--- src/rtl/smpclk_pkg.sv ---
package smpclk_pkg;
  localparam int unsigned SEL_W   = 2;
  localparam int unsigned MAX_DIV = 4;
  localparam int unsigned CNT_W   = (MAX_DIV > 1) ? $clog2(MAX_DIV) : 1;

  typedef enum logic [SEL_W-1:0] {
    SEL_SLOW  = 2'b00,
    SEL_MID   = 2'b01,
    SEL_FAST  = 2'b10,
    SEL_FAST_HW = 2'b11
  } rate_code_e;

  // Master clocks per sample strobe for each select code.
  function automatic int unsigned strobe_div(input logic [SEL_W-1:0] code);
    case (code)
      SEL_SLOW: strobe_div = MAX_DIV;
      SEL_MID:  strobe_div = MAX_DIV / 2;
      default:  strobe_div = 1;
    endcase
  endfunction

  function automatic logic halves_window(input logic [SEL_W-1:0] code);
    halves_window = (code == SEL_FAST_HW);
  endfunction
endpackage

--- src/rtl/smpclk_decode.sv ---
module smpclk_decode
  import smpclk_pkg::*;
(
  input  logic [SEL_W-1:0] code,
  output logic [CNT_W-1:0] term,
  output logic             half_win
);
  always_comb begin
    term     = CNT_W'(strobe_div(code) - 1);
    half_win = halves_window(code);
  end
endmodule

--- src/rtl/smpclk_prescale.sv ---
module smpclk_prescale
  import smpclk_pkg::*;
(
  input  logic             clk,
  input  logic             rst_n,
  input  logic             run,
  input  logic             restart,
  input  logic [CNT_W-1:0] term,
  output logic             tick
);
  logic [CNT_W-1:0] cnt;

  assign tick = run && !restart && (cnt == term);

  always_ff @(posedge clk) begin
    if (!rst_n || !run || restart || tick) cnt <= '0;
    else                                   cnt <= cnt + 1'b1;
  end

  // the count never passes the terminal value of a steady code
  a_r9_cnt_bound: assert property (@(posedge clk) disable iff (!rst_n)
    (run && !restart) |-> (cnt <= term));
  // a disabled cycle leaves the count at zero for the next run
  a_r7_idle_clear: assert property (@(posedge clk) disable iff (!rst_n)
    !run |=> (cnt == '0));
endmodule

--- src/rtl/smpclk_gen.sv ---
module smpclk_gen
  import smpclk_pkg::*;
(
  input  logic             clk,
  input  logic             rst_n,
  input  logic             chip_en,
  input  logic [SEL_W-1:0] rate_sel,
  output logic             smp_stb,
  output logic             half_win,
  output logic             drv_en
);
  logic [SEL_W-1:0] sel_q;
  logic             code_chg;
  logic [CNT_W-1:0] term;
  logic             tick;

  always_ff @(posedge clk) begin
    if (!rst_n) sel_q <= SEL_SLOW;
    else        sel_q <= rate_sel;
  end

  assign code_chg = (rate_sel != sel_q);

  smpclk_decode u_dec (
    .code     (rate_sel),
    .term     (term),
    .half_win (half_win)
  );

  smpclk_prescale u_pre (
    .clk     (clk),
    .rst_n   (rst_n),
    .run     (chip_en),
    .restart (code_chg),
    .term    (term),
    .tick    (tick)
  );

  assign smp_stb = tick;
  assign drv_en  = chip_en;

  // no strobe leaves the block while the pin driver is released
  a_r6_quiet_when_off: assert property (@(posedge clk) disable iff (!rst_n)
    !drv_en |-> !smp_stb);
  // a code change cycle never carries a strobe
  a_r8_no_stb_on_change: assert property (@(posedge clk) disable iff (!rst_n)
    code_chg |-> !smp_stb);
  // at the slowest code a strobe is followed by a gap
  a_r9_gap_slow: assert property (@(posedge clk) disable iff (!rst_n)
    (smp_stb && rate_sel == SEL_SLOW) |=> !smp_stb);
  // the window flag and a non-unity divide are exclusive
  a_r5_flag_fast_only: assert property (@(posedge clk) disable iff (!rst_n)
    half_win |-> (term == '0));
  // steady fast code while enabled strobes each cycle
  a_r4_fast_every: assert property (@(posedge clk) disable iff (!rst_n)
    (chip_en && !code_chg && rate_sel[1]) |-> smp_stb);
endmodule

--- config.mk ---
export PLATFORM = sky130hd
export DESIGN_NAME = smpclk_gen
export DESIGN_NICKNAME = d
export VERILOG_FILES = /design/src/rtl/smpclk_pkg.sv /design/src/rtl/smpclk_decode.sv /design/src/rtl/smpclk_prescale.sv /design/src/rtl/smpclk_gen.sv
export SDC_FILE = /design/constraint.sdc
export NUM_CORES = 1
export LEC_CHECK = 0
export ABC_AREA = 1
export BUFFER_PORTS_ARGS = -buffer_cell sky130_fd_sc_hd__buf_2
export CAP_MARGIN = 20
export CELL_PAD_IN_SITES_DETAIL_PLACEMENT = 1
export CELL_PAD_IN_SITES_GLOBAL_PLACEMENT = 2
export CORE_AREA = 2 2 39 41
export CTS_BUF_LIST = sky130_fd_sc_hd__clkbuf_4
export DETAILED_ROUTE_END_ITERATION = 12
export DIE_AREA = 0 0 41 43
export PLACE_DENSITY_LB_ADDON = 0.1
export SLEW_MARGIN = 20
export SYNTH_ARGS = -nofsm -noshare
export SYNTH_HDL_FRONTEND = slang
export SYNTH_HIERARCHICAL = 1
export SYNTH_SLANG_ARGS = --single-unit
--- constraint.sdc ---
create_clock -name clk -period 1.8 [get_ports clk]
set_input_delay 0.27 -clock clk [delete_from_list [all_inputs] [get_ports clk]]
set_output_delay 0.27 -clock clk [all_outputs]
set_load 0.02 [all_outputs]
==> flow_metrics.tcl <==
set metrics [dict create \
    max_freq_mhz 661 \
    end_kind "output port" \
    ys_warn_count 6 \
    grt_pass1_wl_um 821 \
    die_h_um 43 \
    met2_length_um 258 \
    first_global_vias 220 \
    min_period_ps 1510 \
    wl_met1_um 210 \
    ys_ff_latch 4 \
    dieWidth_um 41 \
    synth_area_per_cell_um2 6.46 \
    seq_power_share 0.400 \
    ctsHoldBuffers 0 \
    slowest_delay_ps 300 \
    nets 53 \
    vias 232 \
    maxSlewHeadroom 0.887 \
    vdd_ir_drop_max_mv 0.208 \
    drc 0 \
    cts_buffer_depth 2 \
    synth_top_area_frac 0.335 \
    yosysSeqAreaShare 0.335 \
    yosysTopAreaCell "dfxtp_1" \
    cts_tree "built" \
    fin_skew_ps 1.45 \
    dp_slack_ps 422 \
    p_switching_mw 0.0562 \
    port_buffers 7 \
    top_layer "met3" \
    power_density_mw_per_mm2 768 \
    final.setup.worst_slack_ps 286 \
    grt_antenna_before_repair 0 \
    final_cells 62 \
    layout_common_cells "nand2_1 (11), inv_1 (10), buf_2 (7)" \
    vias_per_cell 3.74 \
    final_antenna_net_count 0 \
    drt_iter0_drc 2 \
    cp.required_ps 1530 \
    fin_crit_sh 0.841 \
    finalHoldViolCount 0 \
    placementRows 14 \
    grt_use_total 0.0755 \
    core_area_mm2 0.00138 \
    gp_congestion 0.585 \
    rsz0062_at_grt "false" \
    boundaryPins 8 \
    drt_pass1_iterations 2 \
    arrival_ps 1240 \
    drt_wl_total_um 506 \
    cts_num_sinks 4 \
    syn_inst 37 \
    ys_types 9 \
    worstSkewPairLatency_ps 230 \
    finalSetupTns_ps 0 \
    wl_per_cell_um 8.16 \
    post_cts_resized 0 \
    worstPathMaxFanout 2 \
    start_kind "flip-flop" \
    grt_max_degree 7 \
    dp_cells 59 \
    p_clk_frac 0.450 \
    path_cells "xnor2_1 -> nand2_1 -> nor2_4 -> nand3_2 -> nor2_1 -> buf_2" \
    finalPower_mw 0.237 \
    start_util 0.173 \
    syn2layout_area_growth_pct 29.3 \
    cts_root_buf "clkbuf_4" \
    overflow 0 \
    power_frac_comb 0.151 \
    status "complete, no violations" \
    drv_cap 0 \
    cts_buffers 3 \
    final_common_cell "nand2_1" \
    cellLeakagePower_nw 0.178 \
    syn_nets 42 \
    crit_type "reg -> out" \
    max_slew.worst_pin.slew_ps 170 \
    die_area_mm2 0.00176 \
    met3WireLength_um 38 \
    netSwitchingFraction 0.237 \
    diodes 0 \
    clk_pin_slew_ps 30 \
    drv_slew 0 \
    setup_viol 0 \
    worst_path_max_delay_cell "dfxtp_1" \
    intPower_mw 0.181 \
    h-tree-depth 1 \
    syn-cell-area_um2 239 \
    drive_gt1_frac 0.283 \
    yosys-top-cells-area "dfxtp_1 (34%), nand2_1 (17%), inv_1 (16%)" \
    post_cts_buffers 0 \
    hold_class "in -> reg" \
]
[synthesized netlist by cell type]
cell type  instances
nand2_1           11
inv_1             10
nor2_1             6
dfxtp_1            4
xnor2_1            2
buf_4              1
nand3_2            1
nor2_4             1
o21bai_2           1
[stage by stage]
stage / util / hold WS (ps) / area [µm²]
after floorplan: - / 363 / 239
after global placement: 0.207 / 462 / 287
after detailed placement: 0.207 / 486 / 287
after CTS: 0.223 / 271 / 309
after global routing: 0.223 / 301 / 309
final: 0.223 / 272 / 309
[power groups by stage]
stage / Sequential, mW / Combinational (mW) / Clock, mW
6_report: 0.0948 / 0.0358 / 0.107
5_1_grt: 0.0951 / 0.0408 / 0.120
4_1_cts: 0.0949 / 0.0369 / 0.115
3_5_place_dp: 0.0962 / 0.0365 / 0
3_3_place_gp: 0.0958 / 0.0361 / 0
2_1_floorplan: 0.0954 / 0.0249 / 0
[worst paths after layout]
kind / from / endpoint / depth (start not counted) / slack, ps
worst min-delay path: rst_n / sel_q[1] / 3 / 270
worst min register to register: u_pre/cnt[0] / u_pre/cnt[0] / 1 / 480
worst max-delay path: sel_q[0] / smp_stb / 6 / 290
worst max register to register: sel_q[0] / u_pre/cnt[0] / 6 / 730
[area by class of cell]
type	count	area [µm²]
inverter	10	37.5
sequential	4	80.1
multi-input combinational	22	114
timing repair buffer	7	35.0
tap	16	20.0
clock buffer	3	22.5
fill	179	1070
[logic make-up after synthesis]
family	share of synthesized area
AND/OR/NAND/NOR	0.356
buffers and inverters	0.189
flip-flops	0.335
XOR/XNOR	0.0733
AO/OA/AOI/OAI	0.0471
[worst max-delay path: cells and delay by family (launching register included)]
family / cells / cell delay (ps)
XOR/XNOR: 1 / 150
buffers and inverters: 1 / 160
flip-flops: 1 / 300
AND/OR/NAND/NOR: 4 / 400
[sequential cells by signal (all words and copies together) (netlist names)]
name / count
u_pre/cnt: 2
sel_q: 2
[per-layer routing]
layer  up-vias  global-route usage
met1       106              0.0809
met4         0               0.100
li1        120                   -
met5         -                   0
met2         6               0.100
met3         0              0.0157
Note: power is estimated with default switching activity, not from simulation.
